--- src/rtl/fa_synth_pkg.sv ---
package fa_synth_pkg;

   // Smallest integer period: keeps each half of the synthesized clock >= 1 step
   localparam int unsigned MIN_INT_STEPS = 2;

   typedef enum logic {
      FREQ_CLAMP  = 1'b0,   // low words are raised to the minimum period
      FREQ_REJECT = 1'b1    // low words are dropped, old value kept
   } freq_policy_e;

endpackage

--- src/rtl/fa_freq_reg.sv ---
module fa_freq_reg
   import fa_synth_pkg::*;
#(
   parameter int unsigned  INT_W    = 4,
   parameter int unsigned  FRAC_W   = 24,
   parameter freq_policy_e POLICY   = FREQ_CLAMP,
   parameter logic [31:0]  RST_WORD = 32'h0400_0000,
   localparam int unsigned FW       = INT_W + FRAC_W
) (
   input  logic          clk_i,
   input  logic          rst_i,
   input  logic          we_i,
   input  logic [FW-1:0] wdata_i,
   input  logic          apply_i,
   output logic [FW-1:0] word_o
);

   localparam logic [FW-1:0] MIN_WORD = {INT_W'(MIN_INT_STEPS), {FRAC_W{1'b0}}};

   logic [FW-1:0] act_q;
   logic [FW-1:0] pend_q;
   logic          pend_v_q;
   logic          too_small;
   logic          accept;
   logic [FW-1:0] wr_word;

   assign too_small = (wdata_i[FW-1:FRAC_W] < INT_W'(MIN_INT_STEPS));

   if (POLICY == FREQ_CLAMP) begin : g_clamp
      assign accept  = we_i;
      assign wr_word = too_small ? MIN_WORD : wdata_i;
   end else begin : g_reject
      assign accept  = we_i && !too_small;
      assign wr_word = wdata_i;
   end

   // a pending word is used from the edge that follows its write
   assign word_o = pend_v_q ? pend_q : act_q;

   always_ff @(posedge clk_i) begin
      if (rst_i) begin
         act_q    <= RST_WORD[FW-1:0];
         pend_q   <= '0;
         pend_v_q <= 1'b0;
      end else begin
         if (apply_i && pend_v_q) begin
            act_q <= pend_q;
         end
         if (accept) begin
            pend_q   <= wr_word;
            pend_v_q <= 1'b1;
         end else if (apply_i) begin
            pend_v_q <= 1'b0;
         end
      end
   end

endmodule

--- src/rtl/fa_phase_accum.sv ---
module fa_phase_accum #(
   parameter int unsigned  INT_W  = 4,
   parameter int unsigned  FRAC_W = 24,
   parameter int unsigned  PHASES = 8,
   localparam int unsigned FW     = INT_W + FRAC_W,
   localparam int unsigned LEN_W  = INT_W + 1,
   localparam int unsigned PH_W   = (PHASES > 1) ? $clog2(PHASES) : 1
) (
   input  logic             clk_i,
   input  logic             rst_i,
   input  logic [FW-1:0]    word_i,
   output logic             edge_o,
   output logic [LEN_W-1:0] len_o,
   output logic [PH_W-1:0]  phase_o
);

   localparam bit POW2 = (PHASES == (1 << PH_W));

   logic              live_q;
   logic [LEN_W-1:0]  cnt_q;
   logic [FRAC_W-1:0] resid_q;
   logic [PH_W-1:0]   pos_q;
   logic [PH_W-1:0]   pos_nxt;
   logic [FW:0]       sum;

   // period word plus carried fraction; integer part is this period's length
   assign sum     = {1'b0, word_i} + {{(INT_W + 1){1'b0}}, resid_q};
   assign len_o   = sum[FW:FRAC_W];
   assign edge_o  = live_q && (cnt_q == '0);
   assign phase_o = pos_q;

   if (POW2) begin : g_wrap_nat
      assign pos_nxt = pos_q + 1'b1;
   end else begin : g_wrap_cmp
      assign pos_nxt = (pos_q == PH_W'(PHASES - 1)) ? '0 : pos_q + 1'b1;
   end

   always_ff @(posedge clk_i) begin
      if (rst_i) begin
         live_q  <= 1'b0;
         cnt_q   <= '0;
         resid_q <= '0;
         pos_q   <= '0;
      end else begin
         live_q <= 1'b1;
         if (live_q) begin
            pos_q <= pos_nxt;
            if (cnt_q == '0) begin
               cnt_q   <= len_o - LEN_W'(1);
               resid_q <= sum[FRAC_W-1:0];
            end else begin
               cnt_q <= cnt_q - LEN_W'(1);
            end
         end
      end
   end

endmodule

--- src/rtl/fa_pulse_shaper.sv ---
module fa_pulse_shaper #(
   parameter int unsigned LEN_W = 5
) (
   input  logic             clk_i,
   input  logic             rst_i,
   input  logic             edge_i,
   input  logic [LEN_W-1:0] len_i,
   output logic             sclk_o
);

   logic [LEN_W-1:0] hrem_q;

   // high for the edge cycle plus floor(L/2)-1 further cycles
   assign sclk_o = edge_i || (hrem_q != '0);

   always_ff @(posedge clk_i) begin
      if (rst_i) begin
         hrem_q <= '0;
      end else if (edge_i) begin
         hrem_q <= (len_i >> 1) - LEN_W'(1);
      end else if (hrem_q != '0) begin
         hrem_q <= hrem_q - LEN_W'(1);
      end
   end

endmodule

--- src/rtl/fa_post_div.sv ---
module fa_post_div #(
   parameter int unsigned M_W   = 8,
   parameter int unsigned M_RST = 1
) (
   input  logic           clk_i,
   input  logic           rst_i,
   input  logic           edge_i,
   input  logic           sclk_i,
   input  logic           we_i,
   input  logic [M_W-1:0] wdata_i,
   output logic           div_o
);

   logic [M_W-1:0] m_act_q;
   logic [M_W-1:0] m_pend_q;
   logic           m_pv_q;
   logic [M_W-1:0] nxt_idx_q;
   logic [M_W-1:0] cur_idx_q;
   logic           run_q;
   logic           wrap;
   logic [M_W-1:0] m_now;
   logic [M_W-1:0] idx_now;
   logic           level;

   // a divided period starts when the next period index is zero
   assign wrap    = edge_i && (nxt_idx_q == '0);
   assign m_now   = (wrap && m_pv_q) ? m_pend_q : m_act_q;
   assign idx_now = edge_i ? nxt_idx_q : cur_idx_q;
   assign level   = (m_now == M_W'(1)) ? sclk_i : (idx_now < (m_now >> 1));
   assign div_o   = (edge_i || run_q) && level;

   always_ff @(posedge clk_i) begin
      if (rst_i) begin
         m_act_q   <= M_W'(M_RST);
         m_pend_q  <= '0;
         m_pv_q    <= 1'b0;
         nxt_idx_q <= '0;
         cur_idx_q <= '0;
         run_q     <= 1'b0;
      end else begin
         if (edge_i) begin
            run_q     <= 1'b1;
            cur_idx_q <= nxt_idx_q;
            nxt_idx_q <= (nxt_idx_q == m_now - M_W'(1)) ? '0 : nxt_idx_q + 1'b1;
            if (wrap && m_pv_q) begin
               m_act_q <= m_pend_q;
            end
         end
         if (we_i && (wdata_i != '0)) begin
            m_pend_q <= wdata_i;
            m_pv_q   <= 1'b1;
         end else if (wrap) begin
            m_pv_q <= 1'b0;
         end
      end
   end

endmodule

--- src/rtl/fa_synth_core.sv ---
module fa_synth_core
   import fa_synth_pkg::*;
#(
   parameter int unsigned  PHASES   = 8,
   parameter int unsigned  INT_W    = 4,
   parameter int unsigned  FRAC_W   = 24,
   parameter int unsigned  M_W      = 8,
   parameter logic [31:0]  FREQ_RST = 32'h0400_0000,
   parameter int unsigned  M_RST    = 1,
   parameter freq_policy_e POLICY   = FREQ_CLAMP,
   localparam int unsigned FW       = INT_W + FRAC_W,
   localparam int unsigned LEN_W    = INT_W + 1,
   localparam int unsigned PH_W     = (PHASES > 1) ? $clog2(PHASES) : 1
) (
   input  logic            clk_i,
   input  logic            rst_i,
   input  logic            freq_we_i,
   input  logic [FW-1:0]   freq_wdata_i,
   input  logic            div_we_i,
   input  logic [M_W-1:0]  div_wdata_i,
   output logic            edge_o,
   output logic [PH_W-1:0] phase_o,
   output logic            sclk_o,
   output logic            div_o
);

   // elaboration-time parameter checks
   if (PHASES < 2) begin : g_chk_phases
      $error("fa_synth_core: PHASES must be at least 2");
   end
   if (INT_W < 2 || FRAC_W < 1) begin : g_chk_word
      $error("fa_synth_core: period word needs INT_W >= 2 and FRAC_W >= 1");
   end
   if (M_RST < 1 || M_RST >= (1 << M_W)) begin : g_chk_mrst
      $error("fa_synth_core: M_RST out of range");
   end
   if (FREQ_RST[FW-1:FRAC_W] < MIN_INT_STEPS) begin : g_chk_frst
      $error("fa_synth_core: FREQ_RST below minimum period");
   end

   logic [FW-1:0]    word;
   logic [LEN_W-1:0] len;
   logic             edge_w;
   logic             sclk_w;

   fa_freq_reg #(
      .INT_W   (INT_W),
      .FRAC_W  (FRAC_W),
      .POLICY  (POLICY),
      .RST_WORD(FREQ_RST)
   ) u_freq (
      .clk_i  (clk_i),
      .rst_i  (rst_i),
      .we_i   (freq_we_i),
      .wdata_i(freq_wdata_i),
      .apply_i(edge_w),
      .word_o (word)
   );

   fa_phase_accum #(
      .INT_W (INT_W),
      .FRAC_W(FRAC_W),
      .PHASES(PHASES)
   ) u_accum (
      .clk_i  (clk_i),
      .rst_i  (rst_i),
      .word_i (word),
      .edge_o (edge_w),
      .len_o  (len),
      .phase_o(phase_o)
   );

   fa_pulse_shaper #(
      .LEN_W(LEN_W)
   ) u_shape (
      .clk_i (clk_i),
      .rst_i (rst_i),
      .edge_i(edge_w),
      .len_i (len),
      .sclk_o(sclk_w)
   );

   fa_post_div #(
      .M_W  (M_W),
      .M_RST(M_RST)
   ) u_div (
      .clk_i  (clk_i),
      .rst_i  (rst_i),
      .edge_i (edge_w),
      .sclk_i (sclk_w),
      .we_i   (div_we_i),
      .wdata_i(div_wdata_i),
      .div_o  (div_o)
   );

   assign edge_o = edge_w;
   assign sclk_o = sclk_w;

endmodule

--- config.mk ---
export PLATFORM = sky130hd
export DESIGN_NAME = fa_synth_core
export DESIGN_NICKNAME = d
export VERILOG_FILES = /design/src/rtl/fa_synth_pkg.sv /design/src/rtl/fa_freq_reg.sv /design/src/rtl/fa_phase_accum.sv /design/src/rtl/fa_pulse_shaper.sv /design/src/rtl/fa_post_div.sv /design/src/rtl/fa_synth_core.sv
export SDC_FILE = /design/constraint.sdc
export NUM_CORES = 1
export LEC_CHECK = 0
export CORE_ASPECT_RATIO = 0.8
export CORE_MARGIN = 2
export CORE_UTILIZATION = 45
export CTS_BUF_LIST = sky130_fd_sc_hd__clkbuf_4
export CTS_CLUSTER_DIAMETER = 30
export DETAILED_ROUTE_END_ITERATION = 16
export HOLD_SLACK_MARGIN = 0.12
export PLACE_DENSITY_LB_ADDON = 0.1
export RECOVER_POWER = 25
export SYNTH_ARGS = -nofsm -noshare
export SYNTH_HDL_FRONTEND = slang
export SYNTH_SLANG_ARGS = --single-unit
--- constraint.sdc ---
create_clock -name clk_i -period 12.8 [get_ports clk_i]
set_input_delay 3.84 -clock clk_i [delete_from_list [all_inputs] [get_ports clk_i]]
set_output_delay 3.84 -clock clk_i [all_outputs]
set_load 0.01 [all_outputs]
After elaboration in Yosys (flattened, before gate mapping)
Index checks and enable logic that the tools add are counted.
Widths: inputs -> output; s select.
{ "op_classes": {"n_eq_ne": 2, "bitwise_logic": 0, "magnitude_cmp": 2, "shift": 0, "n_mux": 14, "n_div": 0, "n_mul": 0, "reduce_logical": 16, "addsub": 8} }
{ "ops": {"columns": ["op", "n"], "rows": [
  ["$mux 28", 2],
  ["$add 28x24->29", 1],
  ["$mux 8", 3],
  ["$mux 5", 3],
  ["$sub 5x1->5 const B", 3],
  ["$add 8x1->8 const B", 1],
  ["$eq 8x1->1 const B", 1],
  ["$eq 8x8->1", 1],
  ["$logic_not 8->1", 1],
  ["$lt 8x7->1", 1],
  ["$reduce_bool 8->1", 1],
  ["$sub 8x1->8 const B", 1],
  ["$logic_and 1x1->1", 6],
  ["$mux 1", 6],
  ["$reduce_bool 2->1", 3],
  ["$logic_not 5->1", 1],
  ["$reduce_bool 5->1", 1],
  ["$sub 4x1->5 const B", 1],
  ["$lt 4x2->1 const B", 1],
  ["$add 3x1->3 const B", 1],
  ["$logic_or 1x1->1", 2],
  ["$reduce_and 2->1", 1]
]} }
{ "word_totals": {"in_bits": 40, "ff_bits": 129, "memories": 0, "mem_bits_ro": 0, "out_inout_bits": 6, "latchBits": 0, "mem_bits_rw": 0, "wordCells": 56} }

Longest topological paths before layout
{ "logic_depth": {"depth_word": 8, "depth_mapped": 17, "depth_no_buf": 14} }

Modules after synthesis
From an unflattened synthesis, not the netlist that was laid out.
{ "hier_totals": {"hier_cells": 886, "hier_area_um2": 7835.0} }
{ "modules_own_cells": {"columns": ["module", "cells_per_inst", "instances", "seq_area_each_um2", "area_per_inst_um2"], "rows": [
  ["fa_phase_accum", 363, 1, 660.6, 2770.2],
  ["fa_freq_reg", 258, 1, 1141.1, 2658.8],
  ["fa_post_div", 235, 1, 680.7, 2104.5],
  ["fa_pulse_shaper", 30, 1, 100.1, 301.5]
]} }

Worst setup path before layout
No wires, ideal clock.
{ "synth_timing": {"kind": "register to output", "start": "reg u_accum.cnt_q[0]", "end": "out div_o", "n_path_buf": 3, "required_ps": 8960, "t_arrival_ps": 2820, "path_stages_with_launch": 17, "slack_ps": 6140, "path_cell_list": "dfxtp_1 nor4b_2 nand2_1 inv_1 clkbuf_1 clkbuf_1 clkbuf_1 nand2_1 nand2_1 ha_1 a21oi_1 nor2b_1 o21ai_0 nand3_1 nor2_1 o21ai_0 mux2i_1"} }
{ "synth_between": {"word_cells_on_any_way": 12, "cone_classes": "1 x order compare; 1 x eq/ne; 3 x mux; 7 x reduce/logical"} }
{ "synth_rtl": {"columns": ["item", "line", "rtl"], "rows": [
  ["from (decl)", "fa_phase_accum.sv:20", "logic [LEN_W-1:0] cnt_q;"],
  ["from (signal assigned)", "fa_phase_accum.sv:49", "cnt_q <= len_o - LEN_W'(1);"],
  ["from (signal assigned)", "fa_phase_accum.sv:52", "cnt_q <= cnt_q - LEN_W'(1);"],
  ["$logic_not 5->1", "fa_phase_accum.sv:29", "assign edge_o = live_q && (cnt_q == '0);"],
  ["$logic_and 1x1->1", "fa_phase_accum.sv:29", null],
  ["$mux 8", null, null],
  ["net u_div.idx_now[4]", "fa_post_div.sv:22", "logic [M_W-1:0] idx_now;"],
  ["$lt 8x7->1", "fa_post_div.sv:29", "assign level = (m_now == M_W'(1)) ? sclk_i : (idx_now < (m_now >> 1));"],
  ["$mux 1", "fa_post_div.sv:29", null],
  ["$logic_and 1x1->1", "fa_post_div.sv:30", "assign div_o = (edge_i || run_q) && level;"],
  ["to (decl)", "fa_synth_core.sv:24", "output logic div_o"]
]} }
The timed path passes the listed nets, and every way through them passes these cells.

Worst setup path in the final report
{ "layout_timing": {"start": "reg u_accum.live_q", "end": "out div_o"} }
{ "layout_between": {"word_cells_on_any_way": 11, "cone_classes": "1 x order compare; 1 x eq/ne; 3 x mux; 6 x reduce/logical"} }
{ "layout_rtl": {"columns": ["item", "line", "rtl"], "rows": [
  ["from (decl)", "fa_phase_accum.sv:19", "logic live_q;"],
  ["from (signal assigned)", "fa_phase_accum.sv:40", "live_q <= 1'b0;"],
  ["from (signal assigned)", "fa_phase_accum.sv:45", "live_q <= 1'b1;"],
  ["$logic_and 1x1->1", "fa_phase_accum.sv:29", null],
  ["$mux 8", null, null],
  ["net u_div.idx_now[4]", "fa_post_div.sv:22", null],
  ["$lt 8x7->1", "fa_post_div.sv:29", null],
  ["$mux 1", "fa_post_div.sv:29", null],
  ["$logic_and 1x1->1", "fa_post_div.sv:30", null]
]} }
The timed path passes the listed nets, and every way through them passes these cells.

==> report_table.html <==
<table>
<tr><th>Metric</th><th>Value</th></tr>
<tr><th colspan="2">Outcome</th></tr>
<tr><td>Status</td><td>finished with violations</td></tr>
<tr><td>Violations in the final reports</td><td>capacitance limit, slew limit</td></tr>
<tr><th colspan="2">Clock network</th></tr>
<tr><td>Reg clk slew, reported paths</td><td>approximately 110 ps</td></tr>
<tr><td>CTS HTree Levels</td><td>4</td></tr>
<tr><td>TritonCTS sink count</td><td>129</td></tr>
<tr><td>Number of buffers inserted during clock tree synthesis</td><td>17</td></tr>
<tr><td>Count of hold-fix buffers inserted at cts</td><td>0</td></tr>
<tr><td>Clock latency on the worst-skew pair</td><td>around 570 ps</td></tr>
<tr><td>Buffers inserted by post-CTS timing repair</td><td>0</td></tr>
<tr><td>Quantity of gates resized following cts</td><td>0</td></tr>
<tr><td>CTS tree</td><td>built</td></tr>
<tr><td>Cell at the root of the clock tree</td><td>sky130_fd_sc_hd__clkbuf_4</td></tr>
<tr><td>CTS max path bufs</td><td>2</td></tr>
<tr><th colspan="2">Route</th></tr>
<tr><td>DRT antenna net count</td><td>0</td></tr>
<tr><td>First DRT Iteration DRCs</td><td>389</td></tr>
<tr><td>Count of unresolved DRC violations after routing</td><td>0</td></tr>
<tr><td>WL final</td><td>~18000 µm</td></tr>
<tr><td>Routed length per instance</td><td>15.47 µm</td></tr>
<tr><td>1st-pass router iterations</td><td>7</td></tr>
<tr><td>Via/cell ratio</td><td>5.435</td></tr>
<tr><td>Total number of vias</td><td>6163</td></tr>
<tr><th colspan="2">Timing</th></tr>
<tr><td>Shortest period the worst path allows</td><td>8324 ps</td></tr>
<tr><td>Setup TNS</td><td>0 ps</td></tr>
<tr><td>Least-Margin Pin Slew</td><td>between 2000 and 2500 ps</td></tr>
<tr><td>RSZ-0062 raised after global routing</td><td>no</td></tr>
<tr><td>Number of slew-limit violations in the final report</td><td>44</td></tr>
<tr><td>Final Hold Vio Count</td><td>0</td></tr>
<tr><td>Highest clock frequency the design can meet</td><td>120.1 MHz</td></tr>
<tr><td>Final setup viols</td><td>0</td></tr>
<tr><td>Worst setup skew after layout</td><td>16.70 ps</td></tr>
<tr><td>Worst-case headroom to the max-slew limit</td><td>-36.62%</td></tr>
<tr><td>Ratio of final minimum period to clock period</td><td>65.03%</td></tr>
<tr><th colspan="2">Worst setup path</th></tr>
<tr><td>Cell at the slowest stage of the critical path</td><td>sky130_fd_sc_hd__dfxtp_1</td></tr>
<tr><td>Maximum cell stage delay along the critical path</td><td>about 600 ps</td></tr>
<tr><td>Worst Path Class, Setup</td><td>flip-flop to output pin</td></tr>
<tr><td>WP buf/inv</td><td>3</td></tr>
<tr><td>Family of cells with the greatest summed delay on the critical path</td><td>buffers and inverters</td></tr>
<tr><td>Sequence of cells on the critical path</td><td>nor4b_2 &gt; nand2_1 &gt; inv_1 &gt; buf_4 &gt; nand2_1 &gt; nand2_1 &gt; ha_1 &gt; a21oi_1 &gt; nor2b_1 &gt; o21ai_0 &gt; nand3_1 &gt; nor2_1 &gt; o21ai_0 &gt; mux2i_1 &gt; clkdlybuf4s50_1</td></tr>
<tr><td>CP arrival</td><td>between 4000 and 5000 ps</td></tr>
<tr><td>Critical path launch point type</td><td>flip-flop</td></tr>
<tr><td>Endpoint type of the worst setup path</td><td>output pin</td></tr>
<tr><td>Critical Path Fanout Max</td><td>30</td></tr>
<tr><td>Critical path's most frequent cell</td><td>sky130_fd_sc_hd__nand2_1</td></tr>
<tr><td>Worst EP required</td><td>8960 ps</td></tr>
<tr><th colspan="2">Synthesis</th></tr>
<tr><td>Total of flip-flops plus latches after synthesis</td><td>~130</td></tr>
<tr><td>Synth warnings</td><td>0</td></tr>
<tr><td>Multiplexer share of the synthesized area</td><td>8.397%</td></tr>
<tr><td>Sequential cell area fraction in the yosys report</td><td>35.81%</td></tr>
<tr><td>Number of nets produced by synthesis</td><td>961</td></tr>
<tr><td>Main synth FF type</td><td>sky130_fd_sc_hd__dfxtp_1</td></tr>
<tr><td>Fraction of synthesized cell area in xor and xnor cells</td><td>4.598%</td></tr>
<tr><td>Share of async-settable or async-resettable flops after synthesis</td><td>0%</td></tr>
<tr><td>Post-synth EDFFs</td><td>0</td></tr>
<tr><td>Synthesized area per cell</td><td>8.168 µm²</td></tr>
<tr><td>Compound-gate portion of the synthesized area</td><td>17.75%</td></tr>
<tr><td>Post-synthesis share of cell area spent on full adders, half adders and majority gates</td><td>6.697%</td></tr>
<tr><td>Share of synthesized cell area in and, or, nand and nor gates</td><td>23.09%</td></tr>
<tr><td>Largest family of logic cells by synthesized area</td><td>simple AND/OR/NAND/NOR gates</td></tr>
<tr><td>Post-synthesis instance total</td><td>883</td></tr>
<tr><td>Number of unique standard cell types used by synthesis</td><td>73</td></tr>
<tr><td>Area of the mapped netlist</td><td>0.007212 mm²</td></tr>
<tr><th colspan="2">Die</th></tr>
<tr><td>Die Outline Area</td><td>0.01706 mm²</td></tr>
<tr><td>Vertical extent of the die</td><td>117.2 µm</td></tr>
<tr><td>I/O pin count</td><td>46</td></tr>
<tr><td>Effective utilization at floorplan</td><td>45.79%</td></tr>
<tr><td>Die extent in x</td><td>145.5 µm</td></tr>
<tr><td>Core footprint</td><td>0.01575 mm²</td></tr>
<tr><td>Std-Cell Rows</td><td>between 40 and 50</td></tr>
<tr><th colspan="2">Global routing</th></tr>
<tr><td>Maximum number of pins on one net before global-route repair</td><td>79</td></tr>
<tr><td>Number of antenna violations at the first check in global routing</td><td>0</td></tr>
<tr><td>Wire length of the first global-routing pass</td><td>29280 µm</td></tr>
<tr><td>Remaining global-route overflow</td><td>0</td></tr>
<tr><td>Vias in the first global route</td><td>5841</td></tr>
<tr><td>Total GRT Usage</td><td>between 20% and 30%</td></tr>
<tr><th colspan="2">Power</th></tr>
<tr><td>Power density over the cells</td><td>124.2 mW/mm²</td></tr>
<tr><td>Leakage Power</td><td>~3.2 nW</td></tr>
<tr><td>Total chip power</td><td>1.010 mW</td></tr>
<tr><td>Peak supply drop</td><td>0.00008549 V</td></tr>
<tr><th colspan="2">Finish</th></tr>
<tr><td>Total Nets Final</td><td>984</td></tr>
<tr><td>Commonest non-fill, non-tap cell in the layout</td><td>sky130_fd_sc_hd__nand2_1</td></tr>
<tr><td>Fraction of layout cells with a size suffix above 1</td><td>9.902%</td></tr>
<tr><td>Area of all placed cells without fillers</td><td>0.008130 mm²</td></tr>
<tr><td>Fill cell instance count of the final layout</td><td>between 1500 and 2000</td></tr>
<tr><td>Commonest cells after routing, fill and taps aside</td><td>sky130_fd_sc_hd__nand2_1, sky130_fd_sc_hd__dfxtp_1, sky130_fd_sc_hd__a21oi_1</td></tr>
<tr><td>Number of antenna cells inserted</td><td>0</td></tr>
<tr><td>Core utilization of the finished layout</td><td>51.62%</td></tr>
<tr><td>Area growth, synth to finish</td><td>12.73%</td></tr>
<tr><th colspan="2">Hold path</th></tr>
<tr><td>Worst hold path type</td><td>flip-flop to flip-flop</td></tr>
<tr><th colspan="2">Placement</th></tr>
<tr><td>Placed inst area</td><td>0.007774 mm²</td></tr>
<tr><td>Number of I/O port buffers</td><td>45</td></tr>
<tr><td>Dpl hpwl</td><td>12070 µm</td></tr>
<tr><td>Final weighted congestion of routability-driven global placement</td><td>around 0.85</td></tr>
<tr><th colspan="2">Flow run</th></tr>
<tr><td>Max-capacitance violation count</td><td>1</td></tr>
</table>
[routing by layer]
metal  vias up  global-route usage [%]  wire (µm)
li1       3140                       -          -
met1      2854                   30.34       8986
met2       150                   32.51       7489
met3        19                   4.380        834
met4         0                   7.582        237
met5         -                       0          0
[path summary, 6_finish.rpt]
path	slack (ps)	end	from	depth (start not counted)
setup / recovery	4480	div_o	u_accum.live_q	15
hold / removal	460	u_freq.act_q[22]	u_freq.act_q[22]	2
setup reg to reg	8240	u_shape.hrem_q[4]	u_freq.pend_v_q	13
hold reg to reg	460	u_freq.act_q[22]	u_freq.act_q[22]	2
[synth_stat cells (all sizes together), types with 4 or more instances]
cell type	number	area share [%]
a211oi	9	1.0
a21o	10	1.0
a21oi	123	8.6
and2	6	0.52
and3	6	0.52
buf	15	1.2
clkbuf	33	1.7
dfxtp	129	36
ha	37	6.4
inv	15	0.78
mux2	28	4.4
mux2i	23	3.7
nand2	158	8.3
nand3	12	0.83
nand4	11	0.95
nor2	80	4.2
nor2b	28	2.4
nor3	18	1.7
nor4	5	0.52
o211ai	4	0.42
o21a	4	0.42
o21ai	27	1.9
or3	5	0.43
or4	5	0.52
xnor2	17	2.2
xor2	20	2.4
[area by class of cell]
| class | instances | area [µm²] | area share, % |
|---|---|---|---|
| Clock buffer | 19 | 142.6 | 1.754 |
| Clock inverter | 13 | 232.7 | 2.862 |
| Inverter | 15 | 56.30 | 0.6925 |
| Multi-Input combinational cell | 691 | 4350 | 53.51 |
| Sequential cell | 129 | 2582 | 31.76 |
| Tap cell | 215 | 269.0 | 3.309 |
| Timing Repair Buffer | 52 | 496.7 | 6.110 |
[registers in the layout (all words and copies together) (netlist names), 3 cells and up]
register,count
u_div.m_pend_q,8
u_freq.act_q,28
u_shape.hrem_q,5
u_accum.phase_o,3
u_div.cur_idx_q,8
u_div.m_act_q,8
u_accum.resid_q,24
u_div.nxt_idx_q,8
u_freq.pend_q,28
u_accum.cnt_q,5
[worst register-to-register path, delay by kind of cell, from the launching register on]
family / cells / cell delay (ps)
AO/OA/AOI/OAI: 6 / 1490
multiplexers: 2 / 690
adder cells (fa/ha/maj): 2 / 640
AND/OR/NAND/NOR: 2 / 620
flip-flops: 1 / 570
buffers and inverters: 1 / 440
[per-stage QoR]
step	setup WS, ps	hold slack [ps]	instances
5_1_grt	4070	483.1	1134
2_1_floorplan	6140	432.8	883
4_1_cts	4436	463.6	1134
6_report	4476	457.6	1134
3_5_place_dp	5074	446.0	1102
3_3_place_gp	5240	439.2	1102
[cells by family after synthesis]
group           Yosys count
compound gates          211
simple gates            353
fa+ha+maj                38
xor+xnor                 37
flops                   129
buf+inv                  63
mux                      52
[where the power goes]
part / switching (mW) / internal [mW]
Clock: 0.163 / 0.199
Sequential: 0.0207 / 0.425
Combinational: 0.114 / 0.0876
Total: 0.298 / 0.711
No activity file was read; power rests on OpenSTA's default activity.
